<file path="src/rtl/cpx_pkg.sv">
package cpx_pkg;

   typedef enum logic [2:0] {
      OP_TO_CP   = 3'd0,
      OP_FROM_CP = 3'd1,
      OP_DATA    = 3'd2,
      OP_LOAD    = 3'd3,
      OP_STORE   = 3'd4
   } cpx_op_e;

   typedef enum logic [2:0] {
      RQ_NONE  = 3'd0,
      RQ_FIRST = 3'd1,
      RQ_RETRY = 3'd2,
      RQ_QUIT  = 3'd3,
      RQ_XFER  = 3'd4,
      RQ_DATA  = 3'd5
   } cpx_req_e;

   typedef enum logic [2:0] {
      RS_ACCEPT = 3'd0,
      RS_BUSY   = 3'd1,
      RS_REFUSE = 3'd2,
      RS_MORE   = 3'd3,
      RS_LAST   = 3'd4
   } cpx_resp_e;

   typedef enum logic [1:0] {
      ST_OK     = 2'd0,
      ST_UNDEF  = 2'd1,
      ST_DABORT = 2'd2,
      ST_QUIT   = 2'd3
   } cpx_stat_e;

   typedef enum logic [1:0] {
      IK_NONE  = 2'd0,
      IK_RESET = 2'd1,
      IK_FAST  = 2'd2,
      IK_NORM  = 2'd3
   } cpx_kind_e;

   typedef enum logic [2:0] {
      S_IDLE, S_ASK, S_PAUSE, S_QUIT, S_CCYC, S_ICYC, S_BURST, S_FIN
   } cpx_state_e;

endpackage

</file>
<file path="src/rtl/cpx_irq_arb.sv">
module cpx_irq_arb
   import cpx_pkg::*;
(
   input  logic      rst_pend,
   input  logic      fast_pend,
   input  logic      norm_pend,
   input  logic      fast_mask,
   input  logic      norm_mask,
   output logic      pend,
   output cpx_kind_e kind
);

   always_comb begin
      if (rst_pend)
         kind = IK_RESET;
      else if (fast_pend && !fast_mask)
         kind = IK_FAST;
      else if (norm_pend && !norm_mask)
         kind = IK_NORM;
      else
         kind = IK_NONE;
   end

   assign pend = (kind != IK_NONE);

endmodule

</file>
<file path="src/rtl/cpx_addr_unit.sv">
module cpx_addr_unit #(
   parameter int AW        = 32,
   parameter int LEGAL_AW  = 26,
   parameter int VEC_BYTES = 32,
   parameter int STEP      = 4
) (
   input  logic          clk,
   input  logic          rst_n,
   input  logic          load,
   input  logic          step,
   input  logic [AW-1:0] start_addr,
   input  logic          is_store,
   output logic [AW-1:0] cur_addr,
   output logic          bad
);

   localparam logic [AW-1:0] STEP_V = AW'(STEP);

   logic range_bad;
   logic vec_bad;

   generate
      if (LEGAL_AW < AW) begin : g_range
         assign range_bad = |start_addr[AW-1:LEGAL_AW];
      end else begin : g_norange
         assign range_bad = 1'b0;
      end

      if (VEC_BYTES > 0) begin : g_vec
         assign vec_bad = (start_addr < AW'(VEC_BYTES));
      end else begin : g_novec
         assign vec_bad = 1'b0;
      end
   endgenerate

   assign bad = range_bad | (is_store & vec_bad);

   always_ff @(posedge clk or negedge rst_n) begin
      if (!rst_n)
         cur_addr <= '0;
      else if (load)
         cur_addr <= start_addr;
      else if (step)
         cur_addr <= cur_addr + STEP_V;
   end


   addr_step_chk: assert property (@(posedge clk) disable iff (!rst_n)
      (step && !load) |=> (cur_addr == $past(cur_addr) + STEP_V));

endmodule

</file>
<file path="src/rtl/cpx_handshake_seq.sv">
module cpx_handshake_seq
   import cpx_pkg::*;
#(
   parameter int             AW          = 32,
   parameter int             DW          = 32,
   parameter int             LEGAL_AW    = 26,
   parameter int             VEC_BYTES   = 32,
   parameter logic [DW-1:0]  UNDEF_RDATA = DW'(32'hF000_0000)
) (
   input  logic          clk,
   input  logic          rst_n,
   input  logic          start,
   input  logic [2:0]    op,
   input  logic [AW-1:0] start_addr,
   input  logic [DW-1:0] src_data,
   input  logic          rst_pend,
   input  logic          fast_pend,
   input  logic          norm_pend,
   input  logic          fast_mask,
   input  logic          norm_mask,
   output logic [2:0]    cp_req,
   input  logic [2:0]    cp_resp,
   output logic [DW-1:0] cp_wdata,
   input  logic [DW-1:0] cp_rdata,
   output logic          mem_req,
   output logic          mem_we,
   output logic [AW-1:0] mem_addr,
   output logic [DW-1:0] mem_wdata,
   input  logic [DW-1:0] mem_rdata,
   input  logic          mem_abort,
   output logic          done,
   output logic [1:0]    status,
   output logic [1:0]    irq_kind,
   output logic [DW-1:0] rd_data
);

   localparam int WORD_BYTES = 4;

   generate
      if (AW < 4) begin : g_bad_aw
         $error("cpx_handshake_seq: AW must be at least 4");
      end
      if (LEGAL_AW > AW || LEGAL_AW < 2) begin : g_bad_legal
         $error("cpx_handshake_seq: LEGAL_AW must lie in 2..AW");
      end
      if (DW < 1) begin : g_bad_dw
         $error("cpx_handshake_seq: DW must be positive");
      end
   endgenerate

   cpx_state_e state, state_n;
   cpx_op_e    op_q;
   cpx_stat_e  stat_q, stat_n;
   cpx_kind_e  kind_q;
   cpx_kind_e  arb_kind;
   cpx_resp_e  resp;
   cpx_req_e   req;
   logic       retry_q;
   logic       pend;
   logic       addr_bad;
   logic       accept_start;
   logic       is_mem_in;
   logic       is_store_in;
   logic       step;
   logic [DW-1:0] wbuf_q;
   logic [AW-1:0] cur_addr;

   assign resp         = cpx_resp_e'(cp_resp);
   assign accept_start = (state == S_IDLE) && start;
   assign is_store_in  = (cpx_op_e'(op) == OP_STORE);
   assign is_mem_in    = (cpx_op_e'(op) == OP_LOAD) || is_store_in;

   cpx_irq_arb i_arb (
      .rst_pend  (rst_pend),
      .fast_pend (fast_pend),
      .norm_pend (norm_pend),
      .fast_mask (fast_mask),
      .norm_mask (norm_mask),
      .pend      (pend),
      .kind      (arb_kind)
   );

   assign step = (state == S_BURST) && !mem_abort && (resp == RS_MORE);

   cpx_addr_unit #(
      .AW        (AW),
      .LEGAL_AW  (LEGAL_AW),
      .VEC_BYTES (VEC_BYTES),
      .STEP      (WORD_BYTES)
   ) i_addr (
      .clk        (clk),
      .rst_n      (rst_n),
      .load       (accept_start),
      .step       (step),
      .start_addr (start_addr),
      .is_store   (is_store_in),
      .cur_addr   (cur_addr),
      .bad        (addr_bad)
   );

   // next-state logic
   always_comb begin
      state_n = state;
      stat_n  = stat_q;
      unique case (state)
         S_IDLE: begin
            if (start) begin
               if (is_mem_in && addr_bad) begin
                  state_n = S_FIN;
                  stat_n  = ST_DABORT;
               end else begin
                  state_n = S_ASK;
                  stat_n  = ST_OK;
               end
            end
         end
         S_ASK: begin
            if (resp == RS_BUSY) begin
               state_n = S_PAUSE;
            end else if (resp == RS_REFUSE) begin
               state_n = S_FIN;
               stat_n  = ST_UNDEF;
            end else begin
               unique case (op_q)
                  OP_TO_CP, OP_FROM_CP: state_n = S_CCYC;
                  OP_LOAD, OP_STORE:    state_n = S_BURST;
                  default: begin
                     state_n = S_FIN;
                     stat_n  = ST_OK;
                  end
               endcase
            end
         end
         S_PAUSE: state_n = pend ? S_QUIT : S_ASK;
         S_QUIT: begin
            state_n = S_FIN;
            stat_n  = ST_QUIT;
         end
         S_CCYC: state_n = (op_q == OP_FROM_CP) ? S_ICYC : S_FIN;
         S_ICYC: state_n = S_FIN;
         S_BURST: begin
            if (mem_abort) begin
               state_n = S_FIN;
               stat_n  = ST_DABORT;
            end else if (resp != RS_MORE) begin
               state_n = S_FIN;
            end
         end
         S_FIN:   state_n = S_IDLE;
         default: state_n = S_IDLE;
      endcase
   end

   always_ff @(posedge clk or negedge rst_n) begin
      if (!rst_n) begin
         state   <= S_IDLE;
         stat_q  <= ST_OK;
         kind_q  <= IK_NONE;
         op_q    <= OP_DATA;
         retry_q <= 1'b0;
         wbuf_q  <= '0;
         rd_data <= '0;
      end else begin
         state  <= state_n;
         stat_q <= stat_n;
         if (accept_start) begin
            op_q    <= cpx_op_e'(op);
            wbuf_q  <= src_data;
            retry_q <= 1'b0;
            kind_q  <= IK_NONE;
         end
         if (state == S_PAUSE) begin
            retry_q <= 1'b1;
            if (pend)
               kind_q <= arb_kind;
         end
         if (state == S_ASK && resp == RS_REFUSE && op_q == OP_FROM_CP)
            rd_data <= UNDEF_RDATA;
         if (state == S_CCYC && op_q == OP_FROM_CP)
            rd_data <= cp_rdata;
      end
   end

   // output decode
   always_comb begin
      unique case (state)
         S_ASK:   req = retry_q ? RQ_RETRY : RQ_FIRST;
         S_QUIT:  req = RQ_QUIT;
         S_CCYC:  req = RQ_XFER;
         S_BURST: req = RQ_DATA;
         default: req = RQ_NONE;
      endcase
   end

   assign cp_req    = req;
   assign cp_wdata  = (state == S_CCYC) ? wbuf_q :
                      ((state == S_BURST && op_q == OP_LOAD) ? mem_rdata : '0);
   assign mem_req   = (state == S_BURST);
   assign mem_we    = (state == S_BURST) && (op_q == OP_STORE);
   assign mem_addr  = cur_addr;
   assign mem_wdata = mem_we ? cp_rdata : '0;
   assign done      = (state == S_FIN);
   assign status    = stat_q;
   assign irq_kind  = kind_q;


   done_pulse_chk: assert property (@(posedge clk) disable iff (!rst_n)
      done |=> !done);


   busy_gap_chk: assert property (@(posedge clk) disable iff (!rst_n)
      ((cp_req == RQ_FIRST || cp_req == RQ_RETRY) && cp_resp == RS_BUSY)
      |=> (cp_req == RQ_NONE));


   quit_end_chk: assert property (@(posedge clk) disable iff (!rst_n)
      (cp_req == RQ_QUIT) |=> (done && status == ST_QUIT));


   refuse_undef_chk: assert property (@(posedge clk) disable iff (!rst_n)
      ((cp_req == RQ_FIRST || cp_req == RQ_RETRY) && cp_resp == RS_REFUSE)
      |=> (done && status == ST_UNDEF));


   early_abort_chk: assert property (@(posedge clk) disable iff (!rst_n)
      (accept_start && is_mem_in && addr_bad)
      |=> (done && status == ST_DABORT && !mem_req));


   burst_abort_chk: assert property (@(posedge clk) disable iff (!rst_n)
      (mem_req && mem_abort) |=> (done && status == ST_DABORT));

endmodule

</file>
<file path="config.mk">
export PLATFORM = sky130hd
export DESIGN_NAME = cpx_handshake_seq
export DESIGN_NICKNAME = d
export VERILOG_FILES = /design/src/rtl/cpx_pkg.sv /design/src/rtl/cpx_irq_arb.sv /design/src/rtl/cpx_addr_unit.sv /design/src/rtl/cpx_handshake_seq.sv
export SDC_FILE = /design/constraint.sdc
export NUM_CORES = 1
export LEC_CHECK = 0
export BUFFER_PORTS_ARGS = -buffer_cell sky130_fd_sc_hd__buf_2
export CORE_MARGIN = 3
export CORE_UTILIZATION = 40
export CTS_BUF_LIST = sky130_fd_sc_hd__clkbuf_8
export DETAILED_ROUTE_END_ITERATION = 10
export PLACE_DENSITY = 0.72
export SYNTH_ARGS = -nofsm -noshare
export SYNTH_HDL_FRONTEND = slang
export SYNTH_SLANG_ARGS = --single-unit
export TNS_END_PERCENT = 100
</file>
<file path="constraint.sdc">
create_clock -name clk -period 2.9 [get_ports clk]
set_input_delay 0.58 -clock clk [delete_from_list [all_inputs] [get_ports clk]]
set_output_delay 0.58 -clock clk [all_outputs]
set_load 0.01 [all_outputs]
</file>
==> impl_metrics.yaml <==
run_status:
  outcome: "finished, final reports clean"
worst_setup_path:
  endpoint_kind: "output pin"
  criticalPathCategory: "reg2out"
  worstPathRequired_ps: 2320
  cp.arrival_ps: 2140
  worstSetupStartpointType: "flip-flop"
  rrSetupSlack_ps: 600
  crit_fanout: 33
cts:
  clock_latency_ps: 370
  root_buffer: "clkbuf_8"
  cts_buffer_depth: 2
  cts_sinks: 107
  path_clk_slew_ps: 100
  h-tree-depth: 3
  cts_tree: "built"
  cts_inserted_buffers: 9
yosys:
  synth_edf_count: 0
  synth_area_per_cell_um2: 9.04
  syn_inst: 615
  synth_top_flop_cell: "dfrtp_1"
  synthArstFlopShare_pct: 100
  yosys_warnings: 0
  synth_nets: 759
  synth_cell_types: 57
  netlist_area_um2: 5560
  ys_seq_elements: 107
  ys_seq_area_share_pct: 48.2
global_routing:
  antenna_found_initial: 1
  grt_use_total_pct: 22.0
  first_global_vias: 5285
  grt_overflow: 0
  grt_first_pass_wirelength_um: 26500
  grt_start_max_net_pins: 51
layout:
  area_delta_synth_final_pct: 33.2
  fill_cells: 1259
  final_cell_count_no_fill: 1063
  diodes: 0
  drive_above_1_share_pct: 37.0
  fin_nets: 1027
die:
  die_x_um: 124
  pin_count: 281
  rows: 42
  floorplan.initialDensity_pct: 41.5
  die_area_um2: 15300
  fp.dieH_um: 124
  coreArea_um2: 13400
place:
  io_buffers: 280
  finalWeightedCongestion: 0.900
  dp_hpwl_um: 13300
  placed_cells: 1048
power_and_ir_drop:
  p_sw_mw: 2.43
  p_leak_nw: 3.99
  p_seq_share_pct: 46.1
  comb_power_share_pct: 37.9
  cellInternalPower_mw: 3.71
  p_clk_share_pct: 16.0
  p_sw_share_pct: 39.6
  p_per_area_nw_per_um2: 829
  peakVddDrop_v: 0.000391
timing:
  worst_slew_pin_slew_ps: 858
  fin_skew_ps: 11.5
  setup_tns_ps: 0
  period_minus_slack_ps: 2720
  min_period_over_period_pct: 93.8
  max_freq_mhz: 368
  rsz0062_at_grt: "no"
  maxSlewHeadroom_pct: 42.8
  maxSlewViolCount: 0
  hold_viol_final: 0
  setup_viol: 0
route:
  drt_iter0_markers: 288
  vias_per_cell: 5.38
  dr.pass1.iters: 5
  via_count: 5714
  postRouteAntennaNets: 0
  drc: 0
  drt_wl_total_um: 17700
  post_drt_wl_per_cell_um: 16.7
flow_run:
  timing.max_cap.violations: 0
hold_path:
  hold_path_class: "in2async"
synthesized netlist by cell type, drive strengths merged (5+ instances only):
| master | count | area share (%) |
|---|---|---|
| xor2 | 6 | 0.95 |
| nor4 | 12 | 1.7 |
| and3 | 8 | 0.90 |
| o211ai | 10 | 1.4 |
| inv | 16 | 1.1 |
| nand3 | 22 | 2.2 |
| clkbuf | 24 | 1.6 |
| nand4 | 11 | 1.4 |
| nor3 | 6 | 0.54 |
| and2 | 35 | 3.9 |
| and4 | 5 | 0.79 |
| a22oi | 7 | 0.95 |
| a22o | 60 | 9.5 |
| a21oi | 13 | 1.2 |
| nor2 | 23 | 1.6 |
| buf | 14 | 1.3 |
| or4 | 6 | 0.81 |
| dfrtp | 106 | 48 |
| o21ai | 26 | 2.3 |
| nand2 | 157 | 11 |
path summary, 6_finish.rpt:
check,from,endpoint,cells after the start
max in group asynchronous,rst_n,op_q[1]$_DFFE_PN1P_,2
min reg2reg,i_addr.cur_addr[1]$_DFFE_PN0P_,i_addr.cur_addr[1]$_DFFE_PN0P_,2
min,rst_n,i_addr.cur_addr[29]$_DFFE_PN0P_,1
min in group clk,src_data[7],wbuf_q[7]$_DFFE_PN0P_,3
max reg2reg,state[2]$_DFFE_PN0P_,i_addr.cur_addr[29]$_DFFE_PN0P_,7
max,state[2]$_DFFE_PN0P_,mem_wdata[8],7
what timing repair did:
item                                    4_1_cts  5_1_grt
gates resized for setup                       2        3
endpoints found under the hold margin         0        0
hold buffers                                  0        0
endpoints found under the setup margin       64       64
buffers inserted                              0        0
pin swaps                                     0        0
worst max-delay path, stage by stage (launching register included):
cell     delay, ps
dfrtp_2        470
inv_1          140
nor2_2         220
nand2_2        140
nor4b_4        290
buf_6          230
and2_1         150
buf_2          120
power groups by stage:
stage	sequential, mW	combinational, mW	clock (mW)
finish	2.83	2.33	0.979
global route	2.94	2.61	1.06
CTS	2.82	2.36	1.01
detailed placement	2.83	2.35	0
global placement	2.83	2.30	0
floorplan	2.85	1.21	0
cell type report:
class | instances | area (µm²) | share of cell area [%]
multi-input cells | 454 | 2680 | 36.3
flip-flops and latches | 107 | 2680 | 36.2
repair buffers | 295 | 1550 | 20.9
well taps | 176 | 220 | 2.97
clock buffers | 13 | 179 | 2.42
inverters | 16 | 60.1 | 0.811
clock inverters | 2 | 33.8 | 0.456
flip-flops by register name, summed over array words and instances (netlist names):
register         cells
i_addr.cur_addr     32
rd_data             32
wbuf_q              32
op_q                 3
state                3
irq_kind             2
status               2
retry_q              1
kinds of logic after synthesis:
family                     synth area share [%]
xor gates and xnor gates                   1.26
buffers and inverters                      4.01
adders and majority gates                 0.225
AOI/OAI and AO/OA                          19.2
DFF                                        48.2
and+or+nand+nor                            27.0
muxes                                     0.180
metal layers:
layer,vias up,GRT usage (%),wire [µm]
met5,-,0,10
met4,2,7.26,260
met3,25,5.45,1730
met2,290,36.6,8640
met1,2665,28.1,7060
li1,2732,-,-
metrics by stage:
step	area, µm²	hold slack [ps]	util, %	setup WS [ps]	power (mW)
floorplan	5560	284	-	561	4.06
global placement	7170	454	53.5	526	5.13
detailed placement	7170	460	53.5	383	5.18
CTS	7390	190	55.1	58.4	6.19
global route	7400	215	55.2	22.5	6.61
finish	7400	181	55.2	181	6.14
layout by cell type (no fill, tap or decap), types with 7 or more instances in the layout:
| cell type | instances |
|---|---|
| a21oi_1 | 13 |
| a22o_1 | 60 |
| a22oi_1 | 7 |
| and2_1 | 35 |
| and3_1 | 7 |
| buf_2 | 279 |
| buf_4 | 13 |
| clkbuf_8 | 13 |
| dfrtp_1 | 105 |
| inv_1 | 16 |
| nand2_1 | 156 |
| nand3_1 | 21 |
| nand4_1 | 10 |
| nor2_1 | 21 |
| nor4_1 | 10 |
| o211ai_1 | 10 |
| o21ai_0 | 25 |
(Power assumes the default switching activity.)
